### src/rtl/twi_pkg.sv
package twi_pkg;
    typedef enum logic [3:0] {
        S_IDLE,
        S_ADDR,
        S_ADDR_END,
        S_ADDR_ACK,
        S_RX,
        S_RX_END,
        S_RX_ACK,
        S_RX_HOLD,
        S_TX_HOLD,
        S_TX,
        S_TX_ACK,
        S_WAIT
    } twi_state_e;
endpackage

### src/rtl/twi_sync.sv
module twi_sync #(
    parameter int STAGES = 2
) (
    input  logic clk,
    input  logic rst_n,
    input  logic d,
    output logic q
);
    logic [STAGES-1:0] ff_q;
    logic [STAGES-1:0] ff_d;

    generate
        if (STAGES == 1) begin : g_one
            always_comb ff_d = d;
        end else begin : g_chain
            always_comb ff_d = {ff_q[STAGES-2:0], d};
        end
    endgenerate

    always_ff @(posedge clk or negedge rst_n) begin
        if (!rst_n) ff_q <= '1;
        else        ff_q <= ff_d;
    end

    assign q = ff_q[STAGES-1];
endmodule

### src/rtl/twi_bus_events.sv
module twi_bus_events #(
    parameter int SYNC_STAGES = 2
) (
    input  logic clk,
    input  logic rst_n,
    input  logic scl_i,
    input  logic sda_i,
    output logic sda,
    output logic scl_rise,
    output logic scl_fall,
    output logic start_ev,
    output logic stop_ev
);
    localparam int NLINES = 2;

    typedef struct packed {
        logic scl;
        logic sda;
    } prev_t;

    logic [NLINES-1:0] raw;
    logic [NLINES-1:0] synced;
    prev_t prev_d, prev_q;
    logic scl;

    assign raw = {scl_i, sda_i};

    for (genvar i = 0; i < NLINES; i++) begin : g_sync
        twi_sync #(.STAGES(SYNC_STAGES)) u_sync (
            .clk  (clk),
            .rst_n(rst_n),
            .d    (raw[i]),
            .q    (synced[i])
        );
    end

    assign scl = synced[1];
    assign sda = synced[0];

    always_comb begin
        prev_d     = prev_q;
        prev_d.scl = scl;
        prev_d.sda = sda;
    end

    always_ff @(posedge clk or negedge rst_n) begin
        if (!rst_n) prev_q <= '1;
        else        prev_q <= prev_d;
    end

    assign scl_rise = scl & ~prev_q.scl;
    assign scl_fall = ~scl & prev_q.scl;
    assign start_ev = scl & prev_q.scl & prev_q.sda & ~sda;
    assign stop_ev  = scl & prev_q.scl & ~prev_q.sda & sda;
endmodule

### src/rtl/twi_target_core.sv
module twi_target_core
    import twi_pkg::*;
#(
    parameter int ADDR_W      = 7,
    parameter int DATA_W      = 8,
    parameter int SYNC_STAGES = 2
) (
    input  logic              clk,
    input  logic              rst_n,
    input  logic              core_en,
    input  logic [ADDR_W-1:0] own_addr,
    input  logic              gc_en,
    input  logic              ack_en,
    input  logic              scl_i,
    input  logic              sda_i,
    output logic              scl_drive_low,
    output logic              sda_drive_low,
    input  logic [DATA_W-1:0] tx_data,
    input  logic              tx_wr,
    output logic [DATA_W-1:0] rx_data,
    input  logic              rx_rd,
    output logic              byte_done,
    output logic              tx_mode,
    output logic              addr_match,
    output logic              gc_match,
    output logic              stop_seen,
    output logic              nack_seen
);
    localparam int CNT_W = $clog2(DATA_W);
    localparam logic [CNT_W-1:0] LAST_BIT = CNT_W'(DATA_W - 1);

    typedef struct packed {
        twi_state_e        st;
        logic [CNT_W-1:0]  cnt;
        logic [DATA_W-1:0] sh;
        logic [DATA_W-1:0] rx;
        logic              rw;
        logic              scl_lo;
        logic              sda_lo;
        logic              am;
        logic              gm;
        logic              stp;
        logic              nk;
        logic              mack;
    } regs_t;

    regs_t d, q;
    logic sda, scl_rise, scl_fall, start_ev, stop_ev;
    logic own_hit, gc_hit;

    twi_bus_events #(.SYNC_STAGES(SYNC_STAGES)) u_ev (
        .clk     (clk),
        .rst_n   (rst_n),
        .scl_i   (scl_i),
        .sda_i   (sda_i),
        .sda     (sda),
        .scl_rise(scl_rise),
        .scl_fall(scl_fall),
        .start_ev(start_ev),
        .stop_ev (stop_ev)
    );

    assign own_hit = (q.sh[DATA_W-1:1] == own_addr);
    assign gc_hit  = gc_en && (q.sh == '0);

    always_comb begin
        d = q;
        if (!core_en) begin
            d.st     = S_IDLE;
            d.scl_lo = 1'b0;
            d.sda_lo = 1'b0;
        end else if (stop_ev) begin
            d.st     = S_IDLE;
            d.scl_lo = 1'b0;
            d.sda_lo = 1'b0;
            d.stp    = 1'b1;
            d.am     = 1'b0;
            d.gm     = 1'b0;
        end else if (start_ev) begin
            d.st     = S_ADDR;
            d.cnt    = '0;
            d.scl_lo = 1'b0;
            d.sda_lo = 1'b0;
            d.stp    = 1'b0;
            d.nk     = 1'b0;
            d.am     = 1'b0;
            d.gm     = 1'b0;
        end else begin
            unique case (q.st)
                S_ADDR, S_RX: if (scl_rise) begin
                    d.sh = {q.sh[DATA_W-2:0], sda};
                    if (q.cnt == LAST_BIT) begin
                        d.cnt = '0;
                        d.st  = (q.st == S_ADDR) ? S_ADDR_END : S_RX_END;
                    end else begin
                        d.cnt = q.cnt + CNT_W'(1);
                    end
                end
                S_ADDR_END: if (scl_fall) begin
                    if ((own_hit || gc_hit) && ack_en) begin
                        d.sda_lo = 1'b1;
                        d.am     = own_hit;
                        d.gm     = gc_hit;
                        d.rw     = q.sh[0];
                        d.st     = S_ADDR_ACK;
                    end else begin
                        d.st = S_WAIT;
                    end
                end
                S_ADDR_ACK: if (scl_fall) begin
                    d.sda_lo = 1'b0;
                    d.cnt    = '0;
                    if (q.rw) begin
                        d.st     = S_TX_HOLD;
                        d.scl_lo = 1'b1;
                    end else begin
                        d.st = S_RX;
                    end
                end
                S_RX_END: if (scl_fall) begin
                    d.rx     = q.sh;
                    d.sda_lo = ack_en;
                    d.st     = S_RX_ACK;
                end
                S_RX_ACK: if (scl_fall) begin
                    d.sda_lo = 1'b0;
                    d.scl_lo = 1'b1;
                    d.st     = S_RX_HOLD;
                end
                S_RX_HOLD: if (rx_rd) begin
                    d.scl_lo = 1'b0;
                    d.cnt    = '0;
                    d.st     = S_RX;
                end
                S_TX_HOLD: if (tx_wr) begin
                    d.sh     = tx_data;
                    d.sda_lo = ~tx_data[DATA_W-1];
                    d.scl_lo = 1'b0;
                    d.cnt    = '0;
                    d.st     = S_TX;
                end
                S_TX: if (scl_fall) begin
                    if (q.cnt == LAST_BIT) begin
                        d.sda_lo = 1'b0;
                        d.cnt    = '0;
                        d.st     = S_TX_ACK;
                    end else begin
                        d.sh     = q.sh << 1;
                        d.sda_lo = ~q.sh[DATA_W-2];
                        d.cnt    = q.cnt + CNT_W'(1);
                    end
                end
                S_TX_ACK: begin
                    if (scl_rise) d.mack = ~sda;
                    if (scl_fall) begin
                        if (q.mack) begin
                            d.st     = S_TX_HOLD;
                            d.scl_lo = 1'b1;
                        end else begin
                            d.nk = 1'b1;
                            d.st = S_WAIT;
                        end
                    end
                end
                default: ;
            endcase
        end
    end

    always_ff @(posedge clk or negedge rst_n) begin
        if (!rst_n) q <= '0;
        else        q <= d;
    end

    assign scl_drive_low = q.scl_lo;
    assign sda_drive_low = q.sda_lo;
    assign rx_data       = q.rx;
    assign byte_done     = (q.st == S_RX_HOLD) || (q.st == S_TX_HOLD);
    assign tx_mode       = q.rw;
    assign addr_match    = q.am;
    assign gc_match      = q.gm;
    assign stop_seen     = q.stp;
    assign nack_seen     = q.nk;

    // disabled engine lets go of both lines
    p_quiet_when_off_r10: assert property (@(posedge clk) disable iff (!rst_n)
        !core_en |=> (!scl_drive_low && !sda_drive_low));

    // host read ends the receive stretch
    p_rx_release_r6: assert property (@(posedge clk) disable iff (!rst_n)
        (core_en && byte_done && !tx_mode && rx_rd && !stop_ev && !start_ev) |=> !scl_drive_low);

    // host write ends the transmit stretch
    p_tx_release_r7: assert property (@(posedge clk) disable iff (!rst_n)
        (core_en && byte_done && tx_mode && tx_wr && !stop_ev && !start_ev) |=> !scl_drive_low);

    // broadcast match only when allowed
    p_gc_allowed_r4: assert property (@(posedge clk) disable iff (!rst_n)
        $rose(gc_match) |-> $past(gc_en));

    // master NACK leaves the lines free
    p_nack_free_r8: assert property (@(posedge clk) disable iff (!rst_n)
        $rose(nack_seen) |-> (!sda_drive_low && !scl_drive_low));

    // STOP releases and flags
    p_stop_release_r9: assert property (@(posedge clk) disable iff (!rst_n)
        (core_en && stop_ev) |=> (!scl_drive_low && !sda_drive_low && stop_seen && !addr_match));

    // pending service always goes with a stretched clock
    p_done_stretch_r11: assert property (@(posedge clk) disable iff (!rst_n)
        byte_done |-> scl_drive_low);
endmodule

### config.mk
export PLATFORM = sky130hd
export DESIGN_NAME = twi_target_core
export DESIGN_NICKNAME = d
export VERILOG_FILES = /design/src/rtl/twi_pkg.sv /design/src/rtl/twi_sync.sv /design/src/rtl/twi_bus_events.sv /design/src/rtl/twi_target_core.sv
export SDC_FILE = /design/constraint.sdc
export NUM_CORES = 1
export LEC_CHECK = 0
export ABC_CLOCK_PERIOD_IN_PS = 4600
export BUFFER_PORTS_ARGS = -buffer_cell sky130_fd_sc_hd__buf_4
export CORE_MARGIN = 2
export CORE_UTILIZATION = 24
export CTS_BUF_LIST = sky130_fd_sc_hd__clkbuf_8 sky130_fd_sc_hd__clkbuf_16
export DETAILED_ROUTE_END_ITERATION = 10
export GPL_TIMING_DRIVEN = 1
export HOLD_SLACK_MARGIN = 0.15
export PLACE_DENSITY = 0.5
export SETUP_SLACK_MARGIN = 0.5
export SLEW_MARGIN = 20
export SYNTH_ARGS = -nofsm -noshare
export SYNTH_HDL_FRONTEND = slang
export SYNTH_SLANG_ARGS = --single-unit
### constraint.sdc
create_clock -name clk -period 4.6 [get_ports clk]
set_clock_uncertainty 0.05 [all_clocks]
set_input_delay 0 -clock clk [delete_from_list [all_inputs] [get_ports clk]]
set_output_delay 0 -clock clk [all_outputs]
set_load 0.02 [all_outputs]
# Word level (Yosys, flattened, before mapping)
# Index checks and enable logic that the tools add are counted.
[word_totals]
ram_bits = 0
elab_cells = 143
in_bits = 24
latch_bits = 0
mem_bits_ro = 0
memories = 0
ff_bits = 37
output_inout_bits = 16
[classes]
muxes = 47
n_lt_le_gt_ge = 0
n_shift = 0
bitwise = 15
n_reduce_logical = 25
multipliers = 0
n_eq_ne = 39
addsub = 1
div_mod_pow = 0
[ops]
columns = ["operator", "count"]
rows = [
  ["$ne 5x5->1 const B", 14],
  ["$mux 15", 3],
  ["$mux 4", 11],
  ["$pmux 4 s9", 1],
  ["$reduce_and 8->1", 4],
  ["$pmux 8 s3", 1],
  ["$mux 7", 3],
  ["$eq 4x3->1 const B", 4],
  ["$ne 3x3->1 const B", 5],
  ["$pmux 3 s5", 1],
  ["$reduce_and 5->1", 3],
  ["$mux 2", 7],
  ["$eq 4x4->1 const B", 3],
  ["$mux 1", 12],
  ["$mux 3", 4],
  ["$ne 12x1->1 const B", 1],
  ["$reduce_and 12->1", 1],
  ["$reduce_bool 3->1", 4],
  ["$ne 9x1->1 const B", 1],
  ["$eq 4x2->1 const B", 2],
  ["$logic_not 8->1", 1],
  ["$mux 8", 1],
  ["$ne 2x2->1 const B", 4],
  ["$ne 8x1->1 const B", 1],
  ["other kinds (18)", 35],
]

# Logic depth before layout (Yosys ltp)
[depth]
depth_word = 10
mapped_depth = 8
depth_no_buf = 8

# Hierarchy
# Synthesis repeated with hierarchy kept, for this count alone.
[unflattened]
hier_cells = 260
area_unflattened_um2 = 2448.6
[modules_own_cells]
columns = ["module", "cells_per_inst", "instances", "seq_area_each_um2", "area_each_um2"]
rows = [
  ["twi_target_core", 250, 1, 775.7, 2258.4],
  ["twi_sync", 2, 2, 52.6, 52.6],
  ["twi_bus_events", 6, 1, 52.6, 85.1],
]

# Least setup slack after synthesis
# No wires, ideal clock.
[synth_timing]
path_type = "register to register"
from = "register u_ev.prev_q[1] in the netlist's numbering"
to = "register q, in the netlist rx_data[0]"
setup_slack_ps = 2694
n_path_buf = 2
path_stages_with_launch = 7
arrival_ps = 1730
required_time_ps = 4425
setup_ps = 125
period_less_slack_ps = 1906
cell_sequence = "dfstp_2 > nor2b_1 > buf_4 > nand2_1 > or4_1 > buf_4 > mux2_4"
[synth_between]
elab_chain_cells = 5
elab_cells_between_ends = 9
classes_between = "bitwise (8); reduce/logical (1)"
[synth_lines]
columns = ["element", "line", "text"]
rows = [
  ["start, declared", "twi_bus_events.sv:23", "prev_t prev_d, prev_q;"],
  ["start signal, assigned", "twi_bus_events.sv:48", "else prev_q <= prev_d;"],
  ["$and 1x1->1", "twi_bus_events.sv:53, twi_bus_events.sv:54", ""],
  ["$and 1x1->1, on equally long branches (2 in a row)", "twi_bus_events.sv:53, twi_bus_events.sv:54", ""],
  ["$not 1->1 (no source line)", "--", ""],
  ["$reduce_and 5->1 (no source line) *", "--", ""],
  ["end signal, assigned", "twi_target_core.sv:171", "if (!rst_n) q <= '0;"],
  ["end signal, assigned", "twi_target_core.sv:172", "else q <= d;"],
  ["end, declared", "twi_target_core.sv:47", "regs_t d, q;"],
]
# Mark *: on every way between the ends. The rest lies on a longest branch, timed or not.
# A chain may end at the register's enable or synchronous reset.

# Worst setup path after layout
[layout_timing]
from = "register q[30] in the netlist's numbering"
to = "register q[19] in the netlist's numbering"
[layout_between]
elab_chain_cells = 4
elab_cells_between_ends = 12
classes_between = "eq/ne (8); mux (1); reduce/logical (3)"
[layout_lines]
columns = ["element", "line", "text"]
rows = [
  ["$eq 4x1->1 / $eq 4x3->1 (equally long branches)", "twi_target_core.sv:89", "unique case (q.st)"],
  ["$reduce_or 2->1", "twi_target_core.sv:89", ""],
  ["$ne 2x2->1 (no source line) / $reduce_bool 3->1 (equally long branches)", "--", ""],
  ["$reduce_and 8->1 (no source line)", "--", ""],
]
# Parallel ways exist; a longest one is shown, timed or not.

==> run metrics <==
status=finished clean; Fmax achieved=0.364 GHz; via count=1,912; fin crit period=2750 ps; Synth Flop Type=dfrtp_1; clk_lat worst skew=around 300 ps; Hold Vio Cnt, Final=0; die height=102 um; I/O pin count=40; max-cap violation count=0; Area growth syn-to-layout=27.2%; DRT iter0 DRCs=between 100 and 150; 1st-pass router iterations=4; antenna fix cells=0; Final Max Tran Viols=0; grt ovf=0; data arrival time of the worst path=2920 ps; H-tree depth=2; Fin Setup TNS=0 ps; CTS buffer count=5; Tcrit/Tclk final=59.7%; Sink Count=37; Post-synth EDFFs=0; Gate Count Post-Synth=240; largest fanout on the critical path=24; Max-slew headroom=31.4%; syn_nets=between 200 and 300; Core Area=9330 um2; RSZ-0062 raised after global routing=no; worst setup path category=reg -> reg; Post-synth ARST share=100%; leakage power=1.24 nW; Post-CTS Setup Bufs=0; Worst Setup Start Kind=flop; worst hold path class=in -> async; Antenna Nets Post-Route=0; DRC Markers=0; Worst Setup SP=q[30]; synthesized area=2330 um2; Synth Register Bits=37; hpwl dp=4130 um; top cells by area, synth=dfrtp_1 33%, dfstp_2 6.8%, mux2_4 5.2%; Root Buffer=clkbuf_8; Placed Cells incl. Taps=387; All-Layer GR Usage=11.7%; Initial Utilization=24.9%; final WL=slightly below 6000 um; top cell type's share of synthesized area=33.3%; CP most frequent cell=nor2_1; CP Data Required Time=4770 ps; gpl congestion=0.789; initial antenna violation count=0; die area=10,500 um2; Setup crit end kind=flop; Synth warnings=0; Slowest-stage cell, CP=a311oi_2; final setup vio count=0; Finished Layout Cells=412; worst slew pin tran=1030 ps; syn avg cell area=9.70 um2; Clock transition at path regs=around 80 ps; post-synthesis cell type count=54; CP cell instances=nand2b_1 -> nor2_1 -> a21oi_1 -> a311oi_2 -> nor2_1 -> a21oi_2; Synth area leader=dfrtp_1; PD cells=504 nW/um2; worst-case vdd ir drop=about 0.16 mV; Routed WL per cell=about 14 um; CTS tree=yes; pin count of the biggest net entering global routing=38; row count=35; I/O Buffers=39; Clock Path Buffers=2; global-route wire length before repair=9460 um; vias in the first global route=1,823; Via density=~4.6; R2R Path Start=q[30]; Max stage delay on crit path=900 ps; die span in x=just over 100 um; nets=308; fraction of layout cells with a size suffix above 1=26.5%; Seq/Total Area, Yosys=40.1%
[per-stage QoR]
stage	cell area, um2	setup WS, ps	power, mW	util, %	hold slack [ps]
after detailed placement	2650	1890	1.14	28.4	-41.7
final	2960	1850	1.49	31.7	152
after global placement	2650	1930	1.14	28.4	-51.6
after floorplan	2330	2690	1.00	-	-346
after CTS	2950	1790	1.51	31.7	179
after global routing	2960	1590	1.60	31.7	206
[cells in the final DEF (no fill, tap or decap), drive strengths merged, types with 4 or more instances in the layout]
master / count
mux2i: 11
dfrtp: 31
o211ai: 5
dfstp: 6
mux2: 10
nor2b: 7
buf: 40
xor2: 5
nor2: 21
nand2: 16
nand2b: 5
nor3: 5
xnor2: 4
clkbuf: 5
o21ai: 17
a21oi: 16
inv: 8
nand3: 4
dlygate4sd3: 17
[report_power, final]
part | total, mW | internal (mW) | switching (mW)
combinational | 0.572 | 0.279 | 0.293
clock | 0.341 | 0.216 | 0.125
sequential | 0.578 | 0.407 | 0.171
[critical path, delay by kind of cell, from the launching register on]
| kind | cells | cell delay [ps] |
|---|---|---|
| AOI/OAI and AO/OA | 3 | 1180 |
| and+or+nand+nor | 3 | 630 |
| DFF | 1 | 800 |
[final timing paths]
check	cells past startpoint	slack, ps	to
worst max register to register	6	1850	q[19]
worst min register to register	0	310	u_ev.g_sync[1].u_sync.ff_q[1]
min in group clk	5	200	sda_drive_low
max in group asynchronous	2	3990	u_ev.g_sync[0].u_sync.ff_q[0]
worst max-delay path	6	1850	q[19]
worst min-delay path	2	150	q[27]
[cells in the mapped netlist, types with 3 or more instances]
master / number
dfrtp_1: 31
nor2_1: 21
nand2_1: 16
o21ai_0: 14
a21oi_1: 13
mux2i_1: 11
buf_4: 10
buf_2: 9
mux2_4: 8
inv_1: 7
nor2b_1: 7
dfstp_2: 6
nand2b_1: 5
xor2_1: 5
nand3_1: 4
nor3_1: 4
o211ai_1: 4
xnor2_1: 4
a21oi_2: 3
a22o_1: 3
nand4_1: 3
nor3b_1: 3
o2bb2ai_1: 3
o31ai_1: 3
[area by class of cell]
cell class	instances	area [um2]
Fill cell	958	6370
Tap cell	129	161
Clock buffer	5	68.8
Sequential cell	37	933
Timing Repair Buffer	57	470
Clock inverter	3	65.1
Multi-Input combinational cell	173	1230
Inverter	8	30.0
[per-layer routing]
metal,vias to the layer above,global-route usage (%),part of all wire (%)
met5,-,0,0
met4,0,3.69,1.3
met3,7,2.12,3.3
met2,36,19.0,47
met1,921,15.8,49
li1,948,-,-
[flip-flops by register name (all words and copies together) (netlist names)]
signal	cells
stop_seen	1
gc_match	1
u_ev.g_sync.u_sync.ff_q	4
rx_data	8
sda_drive_low	1
tx_mode	1
nack_seen	1
q	16
u_ev.prev_q	2
addr_match	1
scl_drive_low	1
[repair_timing]
action / 4_1_cts / 5_1_grt
gates resized for setup: 0 / 0
hold buffers: 17 / 0
endpoints found under the hold margin: 54 / 0
[kinds of logic after synthesis]
| kind of cell | synth area share (%) |
|---|---|
| compound gates | 21.0 |
| simple gates | 16.3 |
| mux | 10.9 |
| fa+ha+maj | 1.08 |
| flops | 40.1 |
| buf+inv | 7.26 |
| xor+xnor | 3.39 |
Power figures use the tool's default switching activity.
